===== src/rtl/hex_relax_array.sv =====
module hex_relax_array #(
  parameter int W = 16,
  parameter int H = 12,
  parameter int MAX_STEPS = 192
) (
  input  logic             clk,
  input  logic             rst_n,
  input  logic             start,
  input  logic [W*H-1:0]   pat_in,
  input  logic [W*H-1:0]   gate_in,
  input  logic             margin_in,
  input  logic [7:0]       func_in,
  output logic             busy,
  output logic             done,
  output logic             unstable,
  output logic [W*H-1:0]   result
);
  localparam int N  = W * H;
  localparam int CW = (MAX_STEPS > 1) ? $clog2(MAX_STEPS) : 1;

  logic [N-1:0]  a0_q, g_q, prop, nxt, outv, an;
  logic          b_q;
  logic [7:0]    fn_q;
  logic [CW-1:0] cnt;

  for (genvar r = 0; r < H; r++) begin : g_row
    for (genvar c = 0; c < W; c++) begin : g_col
      localparam int I = r * W + c;
      logic [5:0] nb;
      for (genvar k = 0; k < 6; k++) begin : g_nb
        localparam int RR = r + ((k < 2) ? 0 : (k < 4) ? -1 : 1);
        localparam int CC = (k == 0) ? c - 1 :
                            (k == 1) ? c + 1 :
                            c + ((r % 2 == 0) ? -1 : 0) + (k % 2);
        localparam bit OK = (RR >= 0) && (RR < H) && (CC >= 0) && (CC < W);
        localparam int IX = OK ? RR * W + CC : 0;
        assign nb[k] = OK ? prop[IX] : b_q;
      end
      assign an[I]   = (|nb) | g_q[I];
      assign nxt[I]  = fn_q[{1'b0, a0_q[I], an[I]}];
      assign outv[I] = fn_q[{1'b1, a0_q[I], an[I]}];
    end
  end

  wire settled = (nxt == prop);
  wire last    = (cnt == CW'(MAX_STEPS - 1));

  always_ff @(posedge clk) begin
    if (!rst_n) begin
      busy     <= 1'b0;
      done     <= 1'b0;
      unstable <= 1'b0;
      result   <= '0;
      prop     <= '0;
      cnt      <= '0;
      a0_q     <= '0;
      g_q      <= '0;
      b_q      <= 1'b0;
      fn_q     <= '0;
    end else begin
      done <= 1'b0;
      if (!busy) begin
        if (start) begin
          a0_q     <= pat_in;
          g_q      <= gate_in;
          b_q      <= margin_in;
          fn_q     <= func_in;
          prop     <= '0;
          cnt      <= '0;
          unstable <= 1'b0;
          busy     <= 1'b1;
        end
      end else if (settled || last) begin
        result   <= outv;
        unstable <= !settled;
        done     <= 1'b1;
        busy     <= 1'b0;
      end else begin
        prop <= nxt;
        cnt  <= cnt + 1'b1;
      end
    end
  end
endmodule


===== config.mk =====
export PLATFORM = sky130hd
export DESIGN_NAME = hex_relax_array
export DESIGN_NICKNAME = d
export VERILOG_FILES = /design/src/rtl/hex_relax_array.sv
export SDC_FILE = /design/constraint.sdc
export NUM_CORES = 2
export LEC_CHECK = 0
export BUFFER_PORTS_ARGS = -buffer_cell sky130_fd_sc_hd__clkbuf_2
export CAP_MARGIN = 20
export CORE_AREA = 2 2 310 312
export DETAILED_ROUTE_END_ITERATION = 6
export DIE_AREA = 0 0 312 314
export PLACE_DENSITY = 0.7
export SYNTH_ARGS = -nofsm -noshare
export SYNTH_HDL_FRONTEND = slang
export SYNTH_SLANG_ARGS = --single-unit

===== constraint.sdc =====
create_clock -name clk -period 9.1 [get_ports clk]
set_clock_uncertainty 0.15 [all_clocks]
set_input_delay 0 -clock clk [delete_from_list [all_inputs] [get_ports clk]]
set_output_delay 0 -clock clk [all_outputs]
set_load 0.05 [all_outputs]

==> impl_metrics.json <==
{
  "flop_and_latch_count_out_of_synthesis": 788,
  "start_util": 0.4960,
  "sequential_area_share_after_synthesis": 0.3368,
  "vdd_ir_drop_max_mv": 0.1481,
  "min_path_type": "primary input to flip-flop",
  "final_cell_mix": "sky130_fd_sc_hd__nand2_1, sky130_fd_sc_hd__dlygate4sd3_1, sky130_fd_sc_hd__dfxtp_1, sky130_fd_sc_hd__clkbuf_2, sky130_fd_sc_hd__mux2i_1",
  "achievable-frequency_mhz": 154.6,
  "timing.critical_path.slowest_stage_cell": "sky130_fd_sc_hd__nor4b_1",
  "total_nets_after_synthesis": 5809,
  "internal-power_mw": 7.087,
  "layout_commonest_cell": "sky130_fd_sc_hd__nand2_1",
  "final-setup-viol-count": 0,
  "cts.htree.levels": 3,
  "slew_headroom": 0.1373,
  "grt_first_pass_wirelength_um": 309000,
  "fill_cells": 7365,
  "number_of_global_route_vias_before_repair": 48227,
  "clock-root-buffer": "sky130_fd_sc_hd__clkbuf_16",
  "net-switching-power_mw": 3.401,
  "worstHoldEndpoint": "g_q[159]",
  "share_of_layout_cells_above_drive_strength_1": 0.1760,
  "reg2regPathDepth": 13,
  "clockPowerShare": 0.390,
  "cts_tree": "built",
  "post_cts_buffers": 0,
  "detail_route.first_pass.iterations": 7,
  "crit_path_max_fanout": 158,
  "worstSetupStartpointType": "flip-flop",
  "die_footprint_um2": 97970,
  "design_area_um2": 60410,
  "stdcell_count": 7644,
  "die_width_um": 312,
  "critPathTopFamily": "simple AND/OR/NAND/NOR gates",
  "status": "finished, violations left",
  "post_drt_wl_per_cell_um": 27.32,
  "failing_checks": "DRC",
  "fp.coreArea_um2": 94450,
  "numClockSinks": 788,
  "grt_antenna_before_repair": 8,
  "asyncSetResetFlopFracSynth": 0,
  "last_weighted_congestion_value_of_the_routability_driven_placer": 1.028,
  "grt_setup_unrepaired": "false",
  "worst_pin_slew_ps": 1276,
  "pwr_cell_area_nw_per_um2": 173.6,
  "cts.path.max_buffers": 3,
  "count_of_unique_library_cells_instantiated_by_yosys": 66,
  "synthCells": 5412,
  "maxSlewViolCount": 0,
  "period_share": 0.7108,
  "hold_viol_final": 0,
  "hold-path-cell-count": 4,
  "post_cts.resized_instances": 0,
  "p_seq_frac": 0.374,
  "drt.antenna.violating_nets": 0,
  "routed_via_count": 49352,
  "globalRoute.totalOverflow": 0,
  "clock_input_transition_at_the_sequential_cells_of_the_worst_setup_and_hold_paths_ps": 60,
  "numPlacedInstances": 6676,
  "drt_first_iter_violations": 7248,
  "drcViolationCount": 9,
  "endpoint_arrival_time_on_the_critical_path_ps": 6880,
  "cp.buffers_inverters": 3,
  "totalNegativeSetupSlack_ps": 0,
  "finalNetCount": 6691,
  "slowest_delay_ps": 930,
  "row_count": 113,
  "dpl.hpwl_um": 129900,
  "r2r-start": "fn_q[1]",
  "end_kind": "flip-flop",
  "drt-total-wl_um": 208800,
  "flow.area_growth_from_synthesis_pct": 28.97,
  "path_cells": "buf_12, mux2_2, a21oi_1, o21a_1, nor4b_1, nand4_1, nor4_1, nand4_1, o31ai_4, buf_4, buf_4, a21boi_0, o21a_1",
  "p_comb_frac": 0.236,
  "routed_via_density": 6.456,
  "insertion_delay_ps": 690,
  "r2r_slack_ps": 2630,
  "dpl_cell_area_um2": 49200,
  "globalRouteTotalUtil": 0.4124,
  "reg2reg_to": "result[117]",
  "die_h_um": 314,
  "ports": 591,
  "power_leakage_nw": 25.05,
  "io_buffer_count": 590,
  "post_synth_edffs": 0,
  "final_period_minus_worst_setup_slack_ps": 6468,
  "average_cell_area_after_synthesis_um2": 8.655,
  "power_switching_share": 0.3243,
  "synth_area_um2": 46840,
  "start_to_end_type_of_the_worst_setup_path": "flip-flop to flip-flop",
  "grt_start_max_net_pins": 244,
  "synth-warning-count": 0,
  "worstHoldStart": "gate_in[159]",
  "max_cap_violations": 0,
  "worst_ep_required_time_ps": 9520,
  "synthFlopType": "sky130_fd_sc_hd__dfxtp_1",
  "worst-path-stages": 13,
  "cts-buffers-inserted": 90,
  "fin_util": 0.6397
}
[area by class of cell]
type / instances / area (µm²) / share of cell area
antenna: 11 / 27.53 / 0.0004556
clock buffer: 120 / 2599 / 0.04302
clock inverter: 46 / 666.9 / 0.01104
inverter: 17 / 71.32 / 0.001181
multi-input combinational: 3966 / 28250 / 0.4677
sequential: 788 / 15810 / 0.2617
tap: 1265 / 1583 / 0.02620
timing repair buffer: 1431 / 11400 / 0.1888
[metrics by stage]
stage          worst slack, ps  total power, mW  hold WS, ps
2_1_floorplan             5084            5.298       -14.04
3_3_place_gp              3409            6.052        75.99
3_5_place_dp              3284            6.066        78.07
4_1_cts                   3251            10.34       0.6617
5_1_grt                   2584            10.75        18.95
6_report                  2632            10.49        25.01
[synth_stat cells, drive strengths merged (15+ instances only)]
master	number	share of area
clkbuf	514	0.041
nand2	1103	0.088
o21ai	18	0.0019
a21o	15	0.0024
inv	17	0.0014
xnor2	93	0.017
nand3	274	0.029
and3	217	0.029
buf	127	0.018
a21oi	412	0.044
dfxtp	788	0.34
nor4	176	0.025
nor3	170	0.018
nor2	62	0.0050
o21a	196	0.031
mux2	39	0.0094
a21boi	199	0.032
nand4	36	0.0048
mux4	253	0.12
mux2i	508	0.11
xor2	63	0.012
[metal layers]
metal / GRT usage / up-vias / share of wire / routed length [µm]
met5: 0.0004836 / - / 0.000062 / 13
met4: 0.2424 / 2 / 0.067 / 14090
met3: 0.09368 / 969 / 0.11 / 22280
met2: 0.6484 / 3568 / 0.45 / 94390
met1: 0.5210 / 23769 / 0.37 / 78060
li1: - / 21044 / - / -
[registers in the layout, indices dropped and copies added, names as in the netlist]
register and cells:
a0_q 192, result 192, busy 1, g_q 192
b_q 1, cnt 8, done 1, prop 192
fn_q 8, unstable 1
[worst min-delay path, cell delays in order]
cell and delay [ps]:
sky130_fd_sc_hd__dlygate4sd3_1 540, sky130_fd_sc_hd__clkbuf_2 110, sky130_fd_sc_hd__nand2_1 90, sky130_fd_sc_hd__a21oi_1 80
[worst max-delay path by stage]
stage | startpoint | end | slack, ps
global placement | fn_q[3] | prop[88] | 3410
global route | fn_q[0] | result[111] | 2580
floorplan | fn_q[3] | prop[150] | 5080
detailed placement | fn_q[0] | prop[98] | 3280
CTS | fn_q[0] | prop[98] | 3250
finish | fn_q[1] | result[117] | 2630
[repair_timing]
item	CTS	global route
hold endpoints to repair	466	0
setup endpoints to repair	0	0
hold buffers	789	0
[power groups by stage]
stage / combinational [mW] / sequential, mW / clock (mW)
final: 2.48 / 3.92 / 4.09
after global routing: 2.60 / 3.93 / 4.23
after CTS: 2.36 / 3.90 / 4.07
after detailed placement: 2.09 / 3.98 / 0
after global placement: 2.08 / 3.97 / 0
after floorplan: 1.53 / 3.77 / 0
[kinds of logic (layout without fill, tap and decap cells)]
kind of cell | count (synthesis) | after routing | share of synthesized area
flops | 788 | 788 | 0.3368
buf+inv | 658 | 1614 | 0.06055
simple gates | 2130 | 2130 | 0.2141
compound gates | 879 | 879 | 0.1196
mux | 800 | 800 | 0.2396
fa+ha+maj | 1 | 1 | 0.0002671
xor+xnor | 156 | 156 | 0.02917
other cells | 0 | 11 | 0
Note: power is estimated with default switching activity, not from simulation.
